`config.mk`:
```
export PLATFORM = sky130hd
export DESIGN_NAME = regbus_width_adapter
export DESIGN_NICKNAME = d
export VERILOG_FILES = /design/src/rtl/regbus_width_adapter.sv
export SDC_FILE = /design/constraint.sdc
export NUM_CORES = 1
export LEC_CHECK = 0
export ABC_AREA = 1
export BUFFER_PORTS_ARGS = -buffer_cell sky130_fd_sc_hd__clkbuf_2
export CAP_MARGIN = 20
export CORE_ASPECT_RATIO = 0.8
export CORE_MARGIN = 3
export CORE_UTILIZATION = 30
export DETAILED_ROUTE_END_ITERATION = 7
export MAX_ROUTING_LAYER = met4
export PLACE_DENSITY = 0.59
export SLEW_MARGIN = 20
export SYNTH_ARGS = -nofsm -noshare
export SYNTH_HDL_FRONTEND = slang
export SYNTH_SLANG_ARGS = --single-unit
```
`constraint.sdc`:
```
create_clock -name clk -period 3.85 [get_ports clk]
set_input_delay 0.1925 -clock clk [delete_from_list [all_inputs] [get_ports clk]]
set_output_delay 0.1925 -clock clk [all_outputs]
set_load 0.005 [all_outputs]
```
`src/rtl/regbus_width_adapter.sv`:
```
module regbus_width_adapter #(
  parameter int ADDR_W = 32,
  parameter logic [255:0] WIDTH_MAP =
    256'h000000000000_5555_FFFF_5555_AAAAAAAA_00000000_FFFFFFFF_AAAAAAAA_55555555
) (
  input  logic              clk,
  input  logic              rst_n,
  input  logic              req_valid,
  output logic              req_ready,
  input  logic              req_write,
  input  logic [1:0]        req_size,
  input  logic [ADDR_W-1:0] req_addr,
  input  logic [31:0]       req_wdata,
  output logic              resp_valid,
  output logic              resp_err,
  output logic [31:0]       resp_rdata,
  output logic              dn_valid,
  output logic              dn_write,
  output logic [1:0]        dn_size,
  output logic [2:0]        dn_sel,
  output logic [9:0]        dn_addr,
  output logic [31:0]       dn_wdata,
  input  logic [31:0]       dn_rdata
);

  logic        busy, wr_q;
  logic [9:0]  a_q;
  logic [1:0]  sz_q, nw_q, k_q, last_q;
  logic [31:0] wd_q, acc_q;

  logic unused_hi;
  assign unused_hi = ^req_addr[ADDR_W-1:10];

  wire [9:0] in_a    = req_addr[9:0];
  wire [1:0] in_code = WIDTH_MAP[{in_a[8:2], 1'b0} +: 2];
  wire       in_err  = in_a[9] | (in_code == 2'd0) | (req_size == 2'd3);
  wire [1:0] in_nw   = in_code - 2'd1;

  logic [1:0] in_last;
  always_comb begin
    if (req_size > in_nw)
      in_last = (req_size - in_nw == 2'd1) ? 2'd1 : 2'd3;
    else if (req_size < in_nw && req_write)
      in_last = 2'd1;
    else
      in_last = 2'd0;
  end

  wire split = sz_q > nw_q;
  wire rmw   = (sz_q < nw_q) & wr_q;

  function automatic logic [31:0] lane_mask(input logic [1:0] code);
    return (code == 2'd0) ? 32'h0000_00FF :
           (code == 2'd1) ? 32'h0000_FFFF : 32'hFFFF_FFFF;
  endfunction

  wire [31:0] wmask = lane_mask(nw_q);
  wire [31:0] smask = lane_mask(sz_q);

  wire [9:0] op_a = split ? a_q + ({8'd0, k_q} << nw_q)
                          : a_q & ~((10'd1 << nw_q) - 10'd1);

  wire [2:0] natb = 3'd1 << nw_q;
  wire [2:0] szb  = 3'd1 << sz_q;
  wire [2:0] off  = {1'b0, a_q[1:0]} & (natb - 3'd1);
  wire [2:0] shb  = natb - szb - off;
  wire [4:0] lsh  = {shb[1:0], 3'b000};
  wire [1:0] rem  = last_q - k_q;
  wire [4:0] dsh  = 5'({3'd0, rem} << ({1'b0, nw_q} + 3'd3));

  wire [31:0] ext    = (dn_rdata >> lsh) & smask;
  wire [31:0] merged = (dn_rdata & ~(smask << lsh)) | ((wd_q & smask) << lsh);

  logic [31:0] acc_nx;
  always_comb begin
    if (split)    acc_nx = (acc_q << (6'd8 << nw_q)) | (dn_rdata & wmask);
    else if (rmw) acc_nx = merged;
    else          acc_nx = ext;
  end

  always_comb begin
    dn_sel  = 3'd0;
    dn_addr = op_a;
    case (op_a[9:5])
      5'b01000: dn_sel = 3'd1;
      5'b01001: dn_sel = 3'd2;
      5'b01010: dn_sel = 3'd3;
      5'b01100: dn_sel = 3'd4;
      default:  dn_sel = 3'd0;
    endcase
    if (dn_sel != 3'd0) dn_addr = {5'd0, op_a[4:0]};
  end

  assign req_ready = ~busy;
  assign dn_valid  = busy;
  assign dn_size   = nw_q;
  assign dn_write  = busy & (rmw ? (k_q == 2'd1) : wr_q);
  assign dn_wdata  = rmw   ? acc_q :
                     split ? (wd_q >> dsh) & wmask : wd_q & wmask;

  always_ff @(posedge clk) begin
    if (!rst_n) begin
      busy       <= 1'b0;
      resp_valid <= 1'b0;
      resp_err   <= 1'b0;
      resp_rdata <= '0;
      wr_q       <= 1'b0;
      a_q        <= '0;
      sz_q       <= '0;
      nw_q       <= '0;
      k_q        <= '0;
      last_q     <= '0;
      wd_q       <= '0;
      acc_q      <= '0;
    end else begin
      resp_valid <= 1'b0;
      if (!busy) begin
        if (req_valid) begin
          if (in_err) begin
            resp_valid <= 1'b1;
            resp_err   <= 1'b1;
            resp_rdata <= '0;
          end else begin
            busy   <= 1'b1;
            wr_q   <= req_write;
            a_q    <= in_a;
            sz_q   <= req_size;
            nw_q   <= in_nw;
            last_q <= in_last;
            wd_q   <= req_wdata;
            k_q    <= '0;
            acc_q  <= '0;
          end
        end
      end else begin
        acc_q <= acc_nx;
        if (k_q == last_q) begin
          busy       <= 1'b0;
          resp_valid <= 1'b1;
          resp_err   <= 1'b0;
          resp_rdata <= wr_q ? 32'd0 : acc_nx;
        end else begin
          k_q <= k_q + 2'd1;
        end
      end
    end
  end

endmodule

```
Word-level counts from Yosys, hierarchy flattened
Index checks and enable logic that the tools add are counted. Widths: inputs -> output; s select.

Register bits: 118. Latch bits: 0. Bits in writable memories: 0. Memory bits (read-only): 0. Bits of input ports: 102. Output and inout bits: 84. Memories: 0.

Add/subtract/negate cells: 10. $mul: 0. Divide/modulo/power cells: 0. Order comparisons: 4. Equal/unequal tests: 13. Shifts and indexed selects: 12. Muxes and demuxes: 39. Bitwise operators: 18. Reductions and logical operators: 11.

Operators by type and width (number): $mux 32 (16); $shiftx 256x9->2 const A (1); $and 32x32->32 (6); $or 32x32->32 (2); $shl 32x5->32 (2); $shr 32x5->32 (2); $not 32->32 (1); $shl 32x6->32 (1); $eq 5x4->1 const B (4); $mux 10 (2); $mux 1 (14); $mux 2 (6); $pmux 3 s4 (1); $add 10x10->10 (1); $and 10x10->10 (1); $not 10->10 (1); $shl 1x2->10 const A (1); $shl 2x2->10 (1); $sub 10x1->10 const B (1); $reduce_and 3->1 (3); $eq 2x1->1 const B (4); $sub 2x2->2 (4); $logic_not 2->1 (3); $shl 4x2->6 const A (1); 19 further kinds (28).

Logic depth before layout (Yosys ltp)
Depth after elaboration: 13. Gate-level depth with buffers: 21.

Least setup slack after synthesis
OpenSTA, ideal clock, no wires.

Path type: reg-to-reg. Start: register nw_q[0], in the netlist dn_size[0]. End: register resp_rdata[30]. Library setup time: 0.070 ns. Arrival time: 3.356 ns. Required time: 3.780 ns. Slack: 0.424 ns. Stages on the path, launching flop included: 19. Path buffers: 6. Period minus slack after synthesis: 3.426 ns. Path through: dfxtp_1 inv_2 ha_1 clkbuf_1 inv_1 buf_2 buf_2 nand2_1 fa_1 buf_2 inv_1 buf_2 buf_1 nand2_1 nor2_1 nand2_1 nand3_1 nand3_1 a21oi_1.

Word-level cells in the longest chain between the ends: 13.

Ends and longest elaborated chain: start: declaration (RTL line 28) `logic [1:0] sz_q, nw_q, k_q, last_q;`; start signal: assignment (RTL line 128) `nw_q <= in_nw;`; $shl 1x2->2 (RTL line 63) `wire [2:0] natb = 3'd1 << nw_q;`; $sub 2x1->2 (RTL line 65) `wire [2:0] off = {1'b0, a_q[1:0]} & (natb - 3'd1);`; $and 2x2->2 (RTL line 65); $sub 2x2->2 (RTL line 66) `wire [2:0] shb = natb - szb - off;`; $shl 32x5->32 (RTL line 72) `wire [31:0] merged = (dn_rdata & ~(smask << lsh)) | ((wd_q & smask) << lsh);`; $not 32->32 (RTL line 72); $and 32x32->32 (RTL line 72); $or 32x32->32 (RTL line 72); $mux 32 (RTL line 77) `else if (rmw) acc_nx = merged;`; $mux 32 (*) (RTL line 76) `if (split) acc_nx = (acc_q << (6'd8 << nw_q)) | (dn_rdata & wmask);`; $mux 32 (*) (RTL line 141) `resp_rdata <= wr_q ? 32'd0 : acc_nx;`; $mux 32 (*) (RTL line 137) `if (k_q == last_q) begin`; $mux 32 (*) (RTL line 117) `if (!busy) begin`; end signal: assignment (RTL line 141); end: declaration (RTL line 16) `output logic [31:0] resp_rdata,`.

Every way passes the cells marked *; elsewhere a longest branch is shown, timed or not. The select of a mux whose other input is x is not followed. A chain may end at the register's enable or synchronous reset.

Worst setup path after layout
Start: register nw_q[1], in the netlist dn_size[1]. End: output port dn_wdata[5].

Word-level cells in the longest chain between the ends: 6.

Ends and longest elaborated chain: $add 2x2->3 (RTL line 69) `wire [4:0] dsh = 5'({3'd0, rem} << ({1'b0, nw_q} + 3'd3));`; $shl 2x3->5 (RTL line 69); $shr 32x5->32 (RTL line 99) `split ? (wd_q >> dsh) & wmask : wd_q & wmask;`; $and 32x32->32 (RTL line 99); $mux 32 (RTL line 99); $mux 32 (*) (RTL line 98) `assign dn_wdata = rmw ? acc_q :`; end: declaration (RTL line 22) `output logic [31:0] dn_wdata,`.

Every way passes the cells marked *; elsewhere a longest branch is shown, timed or not.

==> reports/results.ini <==
[run_status]
status = finished, final reports clean

[detailed_routing]
post_drt_via_cell_ratio = 5.42
drt_pre_antenna_iters = 6
drcViolationCount = 0
drtIter0Drc = 1710
num_vias = 13246
drtAntennaViolNets = 0
wire_per_inst_um = 20.9
wl_mm = 51.2

[sta]
finalSetupViolations = 0
skew_ns = 0.0137
fin_crit_ns = 3.72
fin_crit_sh_pct = 96.7
hold_viol_final = 0
slew_violations = 0
max_freq_mhz = 269
relSlewSlack_pct = 45.2
tightest_slew_ns = 0.813

[power]
vdd_drop_max_uv = 273
comb_power_share_pct = 41.3
p_per_area_nw_per_um2 = 417
internal_power_mw = 2.85
switching_share_pct = 44.4
p_switching_mw = 2.28
clockPowerShare_pct = 32.6
p_leak_nw = 5.67
power_frac_seq_pct = 26.1

[placement]
dp_hpwl_mm = 39.2
dpl_cell_area_um2 = 11600
port_buffers = 163
globalplace.congestion = 0.995
dp.cells = 2409

[job]
maxCapViolations = 0

[synthesis]
synth_top_area_cell = dfxtp_1
synthTopCellsByArea = dfxtp_1 (23%), nand2_1 (23%), nand3_1 (10%), a21oi_1 (9.4%), o21ai_0 (7.1%)
synth_cells = 1862
synth_nets = 1988
synth_top_area_share_pct = 22.7
yosysWarnings = 0
synthesis.area_um2 = 10400
synth_edf_count = 0
yosysSeqAreaShare_pct = 22.7
synth-seq-cells = 118
ys_types = 39
synth_async_sr_flop_share_pct = 0
avgSynthCellArea_um2 = 5.59
ys.flop_type = dfxtp_1

[grt]
met3_usage_pct = 7.24
grt_use_total_pct = 27.5
grt_pass1_wl_mm = 75.8
grt_max_degree = 89
use_met1_pct = 40.2
antenna_found_initial = 0
grtUsageMet2_pct = 37.5
grt_pass1_vias = 11929
busiest_layer = met1
overflow = 0

[floorplanning]
fp.dieArea_um2 = 37000
start_util_pct = 30.7
fp.coreArea_um2 = 33900
row_count = 60
die_width_um = 214
chipHeight_um = 173
pin_count = 186

[clock_tree]
clkTransAtPathRegs_ns = 0.06
clock_latency_ns = 0.46
htree_levels = 4
cts_buffers = 17
cts-root-buf = clkbuf_16
post-cts-setup-buffer-count = 0
clockBufferDepth = 2
cts_tree = built
clock_sinks = 118

[final_layout]
diodes = 0
stdcell_area_um2 = 12300
layout-drive-gt1-share_pct = 14.2
areaGrowthSynthToFinish_pct = 18.2
instances_no_fill = 2445
final_core_util_pct = 36.3
nNetsFinal = 2093

[worst_setup_path]
end_kind = output port
required_ns = 3.66
slowest_delay_ns = 0.46
critical_path.most_common_cell = nand2_1
critPathSlowestCell = dfxtp_1
cp-start-kind = flop
cp_cell_sequence = inv_1 -> ha_1 -> nand2_1 -> inv_2 -> buf_6 -> nand3_4 -> buf_4 -> nand2_1 -> nand2_1 -> nand2_1 -> nand3_1 -> nand2_1 -> nand2_1 -> a21oi_1 -> clkbuf_2
crit_buf_inv = 5
path_class = reg2out
critPathArrivalTime_ns = 3.53
cpLargestDelayFamily = buffers and inverters
cp_max_fo = 27

[min_path]
hold_path.class = in2reg

## worst paths after layout
kind / slack [ns] / end / from / cells after the start
setup reg to reg: 0.23 / resp_rdata[25] / dn_size[1] / 14
setup / recovery: 0.13 / dn_wdata[5] / dn_size[1] / 15
hold reg to reg: 0.46 / resp_rdata[15] / resp_rdata[15] / 2
hold / removal: 0.009 / a_q[2] / req_addr[2] / 3
## area by class of cell
class | count | area, µm²
Fill cell | 3859 | 21600
Multi-Input combinational cell | 1464 | 6930
Sequential cell | 118 | 2360
Timing Repair Buffer | 211 | 1250
Inverter | 155 | 588
Tap cell | 465 | 582
Clock buffer | 19 | 443
Clock inverter | 13 | 145
## power by group through the flow
stage	Clock (mW)	Combinational (mW)	Sequential, mW
final	1.67	2.12	1.34
after global routing	1.73	2.30	1.34
after CTS	1.69	2.05	1.34
after detailed placement	0	2.04	1.36
after global placement	0	2.02	1.36
after floorplan	0	1.33	1.34
## worst register-to-register path, cell delays in order (launching register included)
cell,delay [ns]
dfxtp_1,0.46
inv_1,0.22
ha_1,0.28
inv_1,0.11
nand2_1,0.09
fa_2,0.64
inv_1,0.27
nand2_1,0.21
nand3_1,0.31
nand3_1,0.19
nand2_1,0.06
nand2_1,0.05
nand3_1,0.23
nand3_1,0.30
a21oi_1,0.10
## metrics by stage
| stage | power [mW] | hold slack (ns) | TNS [ns] | setup WS, ns |
|---|---|---|---|---|
| floorplan | 2.67 | 0.336 | 0 | 0.424 |
| global placement | 3.39 | 0.452 | 0 | 0.406 |
| detailed placement | 3.40 | 0.449 | 0 | 0.354 |
| CTS | 5.07 | 0.00244 | 0 | 0.0878 |
| global route | 5.38 | 0.0208 | -0.0120 | -0.0120 |
| finish | 5.13 | 0.00926 | 0 | 0.129 |
## cells in the final DEF, fill, tap and decap left out, types with 3 or more instances in the layout
cell and instances:
nand2_1 625, nand3_1 215, a21oi_1 195, clkbuf_2 163, o21ai_0 148, inv_1 139
dfxtp_1 118, nor2_1 104, buf_4 38, nand4_1 33, o21ai_1 25, ha_1 21
clkbuf_16 17, o22ai_1 16, a211oi_1 14, o211ai_1 13, inv_2 13, nand2_2 8
a221oi_1 8, nor3_1 5, inv_6 5, nand3_2 4, nand2_4 4, clkinvlp_4 4
a22oi_1 4, dlygate4sd3_1 4, buf_12 3
## per-layer routing
layer / share of wire [%] / vias up
li1: - / 6388
met4: 1.8 / 0
met5: 0 / -
met3: 12 / 59
met1: 46 / 6116
met2: 40 / 683
## flip-flops by register name (all words and copies together) (netlist names)
name        flops
acc_q          32
resp_rdata     32
wd_q           32
a_q            10
dn_size         2
k_q             2
last_q          2
sz_q            2
dn_valid        1
resp_err        1
resp_valid      1
wr_q            1
## synth_stat cells (all sizes together), types with 16 or more instances
| cell type | instances |
|---|---|
| nand4 | 33 |
| dfxtp | 118 |
| a21oi | 196 |
| clkbuf | 72 |
| o21ai | 174 |
| o22ai | 16 |
| nor2 | 108 |
| nand2 | 637 |
| inv | 154 |
| ha | 21 |
| nand3 | 221 |
| buf | 53 |
## timing repair
action,in CTS,in global routing
endpoints found under the setup margin,0,21
hold buffers,4,0
hold endpoints to repair,4,0
gates resized for setup,0,9
## cells by family (layout without fill, tap and decap cells)
| kind of cell | count (synthesis) | after routing | share of synthesized area (%) |
|---|---|---|---|
| XOR/XNOR | 4 | 4 | 0.337 |
| AO/OA/AOI/OAI | 429 | 429 | 22.0 |
| buffers and inverters | 280 | 398 | 11.1 |
| AND/OR/NAND/NOR | 1007 | 1007 | 40.8 |
| flip-flops | 118 | 118 | 22.7 |
| adder cells (fa/ha/maj) | 24 | 24 | 3.10 |
Note: power is estimated with default switching activity, not from simulation.
